$ cat src/rtl/hv16_pkg.sv
package hv16_pkg;

    localparam int INSTR_W   = 16;
    localparam int IMM_W     = 8;
    localparam int RFIELD_W  = 2;
    localparam logic [IMM_W-1:0] REG_FORM_MARK = 8'hFF;

    typedef enum logic [3:0] {
        OP_OR    = 4'd0,
        OP_NOT   = 4'd1,
        OP_AND   = 4'd2,
        OP_XOR   = 4'd3,
        OP_ADD   = 4'd4,
        OP_SUB   = 4'd5,
        OP_MUL   = 4'd6,
        OP_DIV   = 4'd7,
        OP_MOV   = 4'd8,
        OP_MOVI  = 4'd9,
        OP_LOAD  = 4'd10,
        OP_STORE = 4'd11,
        OP_JZ    = 4'd12,
        OP_JN    = 4'd13,
        OP_JP    = 4'd14,
        OP_HALT  = 4'd15
    } opcode_e;

    typedef enum logic [1:0] {
        WB_ALU = 2'd0,
        WB_RS  = 2'd1,
        WB_IMM = 2'd2,
        WB_MEM = 2'd3
    } wb_sel_e;

    typedef enum logic [1:0] {
        JC_ZERO = 2'd0,
        JC_NEG  = 2'd1,
        JC_POS  = 2'd2
    } jcond_e;

    typedef enum logic {
        ST_RUN  = 1'b0,
        ST_HALT = 1'b1
    } core_state_e;

    typedef struct packed {
        logic z;
        logic n;
        logic p;
    } flags_t;

    typedef struct packed {
        opcode_e op;
        logic    reg_form;
        logic    reg_we;
        wb_sel_e wb_sel;
        logic    flags_we;
        logic    mem_we;
        logic    addr_from_rd;
        logic    is_jump;
        jcond_e  jcond;
        logic    is_halt;
    } ctrl_t;

endpackage

$ cat src/rtl/hv16_decode.sv
module hv16_decode
    import hv16_pkg::*;
(
    input  logic [INSTR_W-1:0]  instr,
    output ctrl_t               ctrl,
    output logic [RFIELD_W-1:0] rd,
    output logic [RFIELD_W-1:0] rs,
    output logic [IMM_W-1:0]    imm
);

    // Field positions are fixed by the instruction format.
    assign rd  = instr[11:10];
    assign rs  = instr[9:8];
    assign imm = instr[IMM_W-1:0];

    always_comb begin
        ctrl              = '0;
        ctrl.op           = opcode_e'(instr[15:12]);
        ctrl.reg_form     = (instr[IMM_W-1:0] == REG_FORM_MARK);
        ctrl.wb_sel       = WB_ALU;
        ctrl.jcond        = JC_ZERO;
        unique case (ctrl.op)
            OP_OR, OP_NOT, OP_AND, OP_XOR,
            OP_ADD, OP_SUB, OP_MUL, OP_DIV: begin
                ctrl.reg_we   = 1'b1;
                ctrl.wb_sel   = WB_ALU;
                ctrl.flags_we = 1'b1;
            end
            OP_MOV: begin
                ctrl.reg_we = 1'b1;
                ctrl.wb_sel = WB_RS;
            end
            OP_MOVI: begin
                ctrl.reg_we = 1'b1;
                ctrl.wb_sel = WB_IMM;
            end
            OP_LOAD: begin
                ctrl.reg_we = 1'b1;
                ctrl.wb_sel = WB_MEM;
            end
            OP_STORE: begin
                ctrl.mem_we       = 1'b1;
                ctrl.addr_from_rd = 1'b1;
            end
            OP_JZ: begin
                ctrl.is_jump = 1'b1;
                ctrl.jcond   = JC_ZERO;
            end
            OP_JN: begin
                ctrl.is_jump = 1'b1;
                ctrl.jcond   = JC_NEG;
            end
            OP_JP: begin
                ctrl.is_jump = 1'b1;
                ctrl.jcond   = JC_POS;
            end
            OP_HALT: begin
                ctrl.is_halt = 1'b1;
            end
            default: begin
                ctrl.reg_we = 1'b0;
            end
        endcase
    end

endmodule

$ cat src/rtl/hv16_alu.sv
module hv16_alu
    import hv16_pkg::*;
#(
    parameter int DW = 16
) (
    input  opcode_e       op,
    input  logic [DW-1:0] a,
    input  logic [DW-1:0] b,
    output logic [DW-1:0] y,
    output flags_t        f
);

    logic [2*DW-1:0] prod;
    logic [DW-1:0]   quot;

    assign prod = a * b;

    // Division by zero saturates to all ones.
    always_comb begin
        if (b == '0) begin
            quot = '1;
        end else begin
            quot = a / b;
        end
    end

    always_comb begin
        unique case (op)
            OP_OR:   y = a | b;
            OP_NOT:  y = ~a;
            OP_AND:  y = a & b;
            OP_XOR:  y = a ^ b;
            OP_ADD:  y = a + b;
            OP_SUB:  y = a - b;
            OP_MUL:  y = prod[DW-1:0];
            OP_DIV:  y = quot;
            default: y = '0;
        endcase
    end

    always_comb begin
        f.z = (y == '0);
        f.n = y[DW-1];
        f.p = !f.z && !f.n;
    end

endmodule

$ cat src/rtl/hv16_regbank.sv
module hv16_regbank #(
    parameter int DW   = 16,
    parameter int NREG = 4,
    localparam int RIDX_W = (NREG > 1) ? $clog2(NREG) : 1
) (
    input  logic              clk,
    input  logic              rst,
    input  logic              we,
    input  logic [RIDX_W-1:0] waddr,
    input  logic [DW-1:0]     wdata,
    input  logic [RIDX_W-1:0] raddr_a,
    output logic [DW-1:0]     rdata_a,
    input  logic [RIDX_W-1:0] raddr_b,
    output logic [DW-1:0]     rdata_b
);

    logic [DW-1:0] q [NREG];

    for (genvar gi = 0; gi < NREG; gi++) begin : g_reg
        always_ff @(posedge clk) begin
            if (rst) begin
                q[gi] <= '0;
            end else if (we && (waddr == RIDX_W'(gi))) begin
                q[gi] <= wdata;
            end
        end
    end

    assign rdata_a = q[raddr_a];
    assign rdata_b = q[raddr_b];

endmodule

$ cat src/rtl/hv16_core.sv
module hv16_core
    import hv16_pkg::*;
#(
    parameter int DW   = 16,
    parameter int PC_W = 16,
    parameter int NREG = 4
) (
    input  logic                clk,
    input  logic                rst,
    output logic [PC_W-1:0]     imem_addr,
    input  logic [INSTR_W-1:0]  imem_data,
    output logic [DW-1:0]       dmem_addr,
    output logic [DW-1:0]       dmem_wdata,
    output logic                dmem_we,
    input  logic [DW-1:0]       dmem_rdata,
    output logic                halted
);

    localparam int RIDX_W = (NREG > 1) ? $clog2(NREG) : 1;

    core_state_e state_q, state_d;
    logic [PC_W-1:0] pc_q, pc_d;
    flags_t          flags_q;
    flags_t          alu_flags;

    ctrl_t               ctrl;
    logic [RFIELD_W-1:0] rd_f, rs_f;
    logic [IMM_W-1:0]    imm_f;
    logic [DW-1:0]       rd_val, rs_val, operand_b, alu_y, wb_data, imm_ext;
    logic                running;
    logic                cond_ok, jump_taken;
    logic [PC_W-1:0]     jump_target;

    hv16_decode u_decode (
        .instr (imem_data),
        .ctrl  (ctrl),
        .rd    (rd_f),
        .rs    (rs_f),
        .imm   (imm_f)
    );

    hv16_regbank #(.DW(DW), .NREG(NREG)) u_regs (
        .clk     (clk),
        .rst     (rst),
        .we      (running && ctrl.reg_we),
        .waddr   (RIDX_W'(rd_f)),
        .wdata   (wb_data),
        .raddr_a (RIDX_W'(rd_f)),
        .rdata_a (rd_val),
        .raddr_b (RIDX_W'(rs_f)),
        .rdata_b (rs_val)
    );

    assign imm_ext   = DW'(imm_f);
    assign operand_b = ctrl.reg_form ? rs_val : imm_ext;

    hv16_alu #(.DW(DW)) u_alu (
        .op (ctrl.op),
        .a  (rd_val),
        .b  (operand_b),
        .y  (alu_y),
        .f  (alu_flags)
    );

    // Write-back source select.
    always_comb begin
        unique case (ctrl.wb_sel)
            WB_ALU:  wb_data = alu_y;
            WB_RS:   wb_data = rs_val;
            WB_IMM:  wb_data = imm_ext;
            WB_MEM:  wb_data = dmem_rdata;
            default: wb_data = alu_y;
        endcase
    end

    // Jump condition and target.
    always_comb begin
        unique case (ctrl.jcond)
            JC_ZERO: cond_ok = flags_q.z;
            JC_NEG:  cond_ok = flags_q.n;
            JC_POS:  cond_ok = flags_q.p;
            default: cond_ok = 1'b0;
        endcase
        jump_taken  = running && ctrl.is_jump && cond_ok;
        jump_target = ctrl.reg_form ? PC_W'(rd_val) : PC_W'(imm_f);
    end

    // Next state of the run/halt controller.
    always_comb begin
        state_d = state_q;
        unique case (state_q)
            ST_RUN:  if (ctrl.is_halt) state_d = ST_HALT;   // halt_seen
            ST_HALT: state_d = ST_HALT;                     // hold
            default: state_d = ST_RUN;
        endcase
    end

    // State register; reset is the only way back to ST_RUN (reset_exit).
    always_ff @(posedge clk) begin
        if (rst) begin
            state_q <= ST_RUN;
        end else begin
            state_q <= state_d;
        end
    end

    // Controller outputs.
    always_comb begin
        running = (state_q == ST_RUN);
        halted  = (state_q == ST_HALT);
        dmem_we = running && ctrl.mem_we;
    end

    // Program counter sequencing.
    always_comb begin
        if (!running || ctrl.is_halt) begin
            pc_d = pc_q;
        end else if (jump_taken) begin
            pc_d = jump_target;
        end else begin
            pc_d = pc_q + PC_W'(1);
        end
    end

    always_ff @(posedge clk) begin
        if (rst) begin
            pc_q    <= '0;
            flags_q <= '0;
        end else begin
            pc_q <= pc_d;
            if (running && ctrl.flags_we) begin
                flags_q <= alu_flags;
            end
        end
    end

    assign imem_addr  = pc_q;
    assign dmem_addr  = ctrl.addr_from_rd ? rd_val : rs_val;
    assign dmem_wdata = rs_val;

endmodule

$ cat config.mk
export PLATFORM = sky130hd
export DESIGN_NAME = hv16_core
export DESIGN_NICKNAME = d
export VERILOG_FILES = /design/src/rtl/hv16_pkg.sv /design/src/rtl/hv16_decode.sv /design/src/rtl/hv16_alu.sv /design/src/rtl/hv16_regbank.sv /design/src/rtl/hv16_core.sv
export SDC_FILE = /design/constraint.sdc
export NUM_CORES = 1
export LEC_CHECK = 0
export BUFFER_PORTS_ARGS = -buffer_cell sky130_fd_sc_hd__buf_2
export CAP_MARGIN = 20
export CORE_UTILIZATION = 29
export CTS_CLUSTER_DIAMETER = 50
export DETAILED_ROUTE_END_ITERATION = 10
export GPL_ROUTABILITY_DRIVEN = 0
export GPL_TIMING_DRIVEN = 0
export PLACE_DENSITY_LB_ADDON = 0.12
export SLEW_MARGIN = 20
export SYNTH_ARGS = -nofsm -noshare
export SYNTH_HDL_FRONTEND = slang
export SYNTH_HIERARCHICAL = 1
export SYNTH_SLANG_ARGS = --single-unit
$ cat constraint.sdc
create_clock -name clk -period 58.6 [get_ports clk]
set_input_delay 11.72 -clock clk [delete_from_list [all_inputs] [get_ports clk]]
set_output_delay 11.72 -clock clk [all_outputs]
set_load 0.005 [all_outputs]
# --- Word level (Yosys, flattened, before mapping) ---
# Memory sizes are Yosys's and may differ from the RTL's.
# Cells that the tools add are included.
word_totals:
  ramBits: 64
  word_cells: 97
  ff_bits: 20
  inputBits: 34
  mem_count: 1
classes:
  multipliers: 1
  n_addsub: 3
  n_div: 1
  n_eq_ne: 24
  n_mux: 33
  reduce_logical: 20
  n_bitwise: 9
mem_list:
  columns: ["name", "words", "width", "read_ports", "rd_ports_with_merged_regs", "write_ports", "line_no", "text"]
  rows:
  - ["u_regs.q", 4, 16, 2, 0, 4, "hv16_regbank.sv:17", "logic [DW-1:0] q [NREG];"]
ops:
  columns: ["operator", "n"]
  rows:
  - ["16-bit two-way mux", 9]
  - ["16-bit one-hot mux with 8 select lines", 1]
  - ["16-bit one-hot mux with 4 select lines", 1]
  - ["4-bit equality test (second input constant)", 8]
  - ["16-bit logical NOT", 2]
  - ["1-bit two-way mux", 17]
  - ["16-bit by 1-bit adder with 16-bit output (second input constant)", 1]
  - ["16-bit adder", 1]
  - ["16-bit bitwise AND", 1]
  - ["16-bit by 16-bit divider with 16-bit output", 1]
  - ["4-bit by 3-bit equality test with 1-bit output (second input constant)", 4]
  - ["16-bit by 16-bit multiplier with 16-bit output", 1]
  - ["16-bit inverter", 1]
  - ["16-bit OR", 1]
  - ["16-bit subtractor", 1]
  - ["16-bit XOR", 1]
  - ["3-bit one-hot mux with 4 select lines", 1]
  - ["2-bit equality test (second input constant)", 5]
  - ["1-bit logical AND", 10]
  - ["3-bit one-hot mux with 3 select lines", 1]
  - ["4-bit by 2-bit equality test with 1-bit output (second input constant)", 2]
  - ["8-bit equality test (second input constant)", 1]
  - ["8-bit OR reduction", 1]
  - ["2-bit by 1-bit equality test with 1-bit output (second input constant)", 3]
  - ["10 further kinds", 16]

# --- Logic depth before layout (Yosys ltp) ---
logic_depth:
  word_depth: 9
  depth_mapped: 144
  ltp_nobuf: 129

# --- Modules after synthesis ---
# Netlist, hierarchy kept.
modules_own_cells:
  columns: ["module", "seq_area_each_um2", "n_inst", "cells_each", "area_each_um2"]
  rows:
  - ["hv16_alu", 0.0, 1, 1787, 13207.7]
  - ["hv16_regbank", 1921.8, 1, 204, 3244.4]
  - ["hv16_core", 400.4, 1, 233, 1948.1]
  - ["hv16_decode", 0.0, 1, 35, 232.7]

# --- Worst setup path after synthesis ---
# Ideal clock, no wire load.
synth_path:
  path_kind: "input to register"
  from: "in imem_data[6]"
  to: "reg flags_q[0] (netlist name)"
  t_arrival_ps: 38745
  required_ps: 58473
  path_slack_ps: 19728
  setup_ps: 127
  path_stages: 123
  path_buffers: 15
  path_cell_list: "nand4_1 nor2_1 clkbuf_1 clkbuf_1 clkbuf_1 nand2_1 nand2_1 clkbuf_1 inv_1 ha_1 and3_1 nor2_1 ha_1 or3_1 and3_1 nand3_1 o31ai_1 ha_1 (+87 left out) a31o_2 nor3_1 a2111oi_1 clkbuf_1 mux2_2 ha_1 a21o_1 a31oi_1 o21ai_0 a311oi_1 o21ai_0 nor4b_1 nand4b_1 or4_1 or4_1 nor2b_4 mux2i_1 nor2_1"
synth_rtl:
  columns: ["item", "line_no", "text"]
  rows:
  - ["from (decl)", "hv16_core.sv:11", "input logic [INSTR_W-1:0] imem_data,"]
  - ["to (signal assigned)", "hv16_core.sv:132", "flags_q <= alu_flags;"]
  - ["to (decl)", "hv16_core.sv:23", "flags_t flags_q;"]

==> results.sh <==
export IMPL_reg2reg_depth=129
export IMPL_syn_instance_count=2259
export IMPL_yosysWarnings=6
export IMPL_cts_htree_levels=3
export IMPL_wirelength_um=75300
export IMPL_path_buf_inv=21
export IMPL_synth_area_per_cell_um2=8.25
export IMPL_final_cell_mix="nor2_1 (245), ha_1 (237), nand2_1 (223)"
export IMPL_synthFlopType="edfxtp_1"
export IMPL_cts_made_buffers=9
export IMPL_critPathCaptureType="flip-flop"
export IMPL_vias=17743
export IMPL_min_from="flags_q[1]"
export IMPL_wl_per_cell_um=23.5
export IMPL_ant_nets=0
export IMPL_die_y_um=255
export IMPL_required_ns=58.82
export IMPL_hpwl_um=59400
export IMPL_setup_viol=0
export IMPL_slowest_delay_ns=0.75
export IMPL_finalCritPeriodShare_pct=81.4
export IMPL_ctsResizeCount=0
export IMPL_core_area_um2=63300
export IMPL_setup_worst_path_class="input port to flip-flop"
export IMPL_r2r_setup_slack_ns=23.18
export IMPL_grt_pass1_wl_um=113000
export IMPL_worstSkewPairLatency_ns=0.36
export IMPL_period_minus_slack_ns=47.68
export IMPL_r2r_end="flags_q[0]"
export IMPL_die_w_um=255
export IMPL_grt_overflow_total=0
export IMPL_clk_pin_slew_worst_paths_ns=0.06
export IMPL_io_pin_count=84
export IMPL_area_delta_synth_final_pct=9.88
export IMPL_ys_async_sr_fraction_pct=0
export IMPL_fin_cells=3204
export IMPL_track_usage_pct=22.7
export IMPL_viasPerCell=5.54
export IMPL_initial_core_util_pct=29.4
export IMPL_fin_worst_skew_ns=0.00972
export IMPL_route_detailed_drc=0
export IMPL_place_inst=3189
export IMPL_drive_above_1_share_pct=13.6
export IMPL_cp_slowest_cell="nor4_1"
export IMPL_slew_violations=0
export IMPL_worst_pin_slew_ns=1.16
export IMPL_post_cts_buffers=0
export IMPL_antenna_found_initial=0
export IMPL_fin_tns_setup_ns=0
export IMPL_grt_pass1_vias=17818
export IMPL_netlist_area_um2=18600
export IMPL_crit_path_max_fanout=23
export IMPL_rsz0062_at_grt="false"
export IMPL_drtIter0Drc=1245
export IMPL_cts_buffer_depth=2
export IMPL_cap_viol_max_count=0
export IMPL_synth_cell_types=101
export IMPL_reg2reg_from="u_regs/q[1][0]"
export IMPL_row_count=92
export IMPL_cts_tree="built"
export IMPL_fin_nets=2706
export IMPL_arrival_ns=47.91
export IMPL_cts_root_buf="clkbuf_16"
export IMPL_hold_class="flip-flop to flip-flop"
export IMPL_synth_fp_nets=2611
export IMPL_fmax_mhz=21.0
export IMPL_die_area_um2=65300
export IMPL_min_to="flags_q[1]"
export IMPL_critPathTopFamily="compound AO/OA/AOI/OAI gates"
export IMPL_numPortBuffers=79
export IMPL_dr_pass1_iters=5
export IMPL_cp_start_kind="input port"
export IMPL_synth_edf_count=64
export IMPL_seq_area_frac_synth_pct=12.5
export IMPL_grt_max_degree=27
export IMPL_status="completed"
export IMPL_antenna_cells=0
export IMPL_whs_path_depth=2
export IMPL_cts_hold_buf=0
export IMPL_slew_headroom_pct=22.3
export IMPL_clock_sinks=84
export IMPL_finalHoldViolCount=0
export IMPL_ys_ff_latch=84
export IMPL_final_common_cell="nor2_1"
==> kinds of logic after synthesis <==
| kind of cell | share of synthesized area, % |
|---|---|
| AOI/OAI and AO/OA | 18.7 |
| xor gates and xnor gates | 5.78 |
| adders and majority gates | 24.6 |
| buffers and inverters | 7.08 |
| DFF | 12.5 |
| muxes | 10.9 |
| and+or+nand+nor | 20.4 |
==> synthesized netlist by cell type (all sizes together) (9+ instances only) <==
cell type / number / area, um2
nor2: 248 / 948
ha: 237 / 2970
nand2: 223 / 837
inv: 173 / 649
a21oi: 123 / 631
o21ai: 114 / 574
xnor2: 85 / 744
fa: 81 / 1620
buf: 72 / 468
edfxtp: 64 / 1920
nor3: 62 / 322
mux2: 55 / 619
clkbuf: 50 / 188
mux4: 48 / 1130
o21a: 46 / 347
xor2: 38 / 333
nand3: 37 / 185
a21o: 34 / 255
or3: 30 / 198
mux2i: 29 / 290
a211oi: 27 / 213
nand4: 26 / 163
o211ai: 25 / 188
a31oi: 24 / 156
nand2b: 24 / 165
nand3b: 23 / 173
nor2b: 23 / 151
and2: 20 / 125
dfxtp: 20 / 400
nor4: 16 / 149
o21bai: 14 / 105
o22ai: 13 / 101
o31ai: 13 / 97.6
and3: 11 / 68.8
o221ai: 11 / 103
or2: 11 / 68.8
a21boi: 9 / 67.6
or4: 9 / 75.1
==> final cells by class <==
type                    count  area [um2]
clock buffers               9         225
inverters                 177         667
well taps                 846        1060
plain buffers             122         656
multi-input cells        1876       15000
repair buffers             84         449
clock inverters             6        63.8
fillers                  6788       42800
flip-flops and latches     84        2320
==> state kept, by name (all words and copies together) (netlist names) <==
name / flops
u_regs/q: 64
imem_addr: 16
halted: 1
flags_q: 3
==> metal layers <==
metal  global-route usage (%)  part of all wire (%)  vias to the layer above
li1                         -                     -                     8346
met1                     29.7                    44                     8779
met2                     39.9                    49                      531
met3                     1.59                   4.2                       87
met4                     6.52                   2.6                        0
met5                        0                     0                        -
==> through the flow <==
stage | utilization, % | hold slack (ns) | setup slack [ns] | instance area, um2
floorplan | - | 0.460 | 19.73 | 18600
global placement | 31.7 | 0.485 | 9.12 | 20100
detailed placement | 31.9 | 0.496 | 10.28 | 20200
CTS | 32.3 | 0.516 | 10.53 | 20500
global route | 32.3 | 0.547 | 7.55 | 20500
finish | 32.3 | 0.514 | 10.92 | 20500
==> worst reg2reg max path, delay by kind of cell, from the launching register on <==
kind                       cells  cell delay, ns
AOI/OAI and AO/OA             55           14.71
and+or+nand+nor               38            7.81
buffers and inverters         17            5.89
adders and majority gates     16            5.28
muxes                          3            1.18
DFF                            1            0.38
==> worst max-delay path by stage <==
stage / startpoint / cells after the start / end / slack, ns
2_1_floorplan: imem_data[6] / 123 / flags_q[0] / 19.73
3_3_place_gp: imem_data[6] / 131 / flags_q[0] / 9.12
3_5_place_dp: imem_data[6] / 130 / flags_q[0] / 10.28
4_1_cts: imem_data[6] / 132 / flags_q[0] / 10.53
5_1_grt: imem_data[5] / 132 / flags_q[0] / 7.55
6_report: imem_data[6] / 134 / flags_q[0] / 10.92
Power is not shown: default switching activity piles up to over one toggle a cycle in this logic, so the estimate is an artifact.
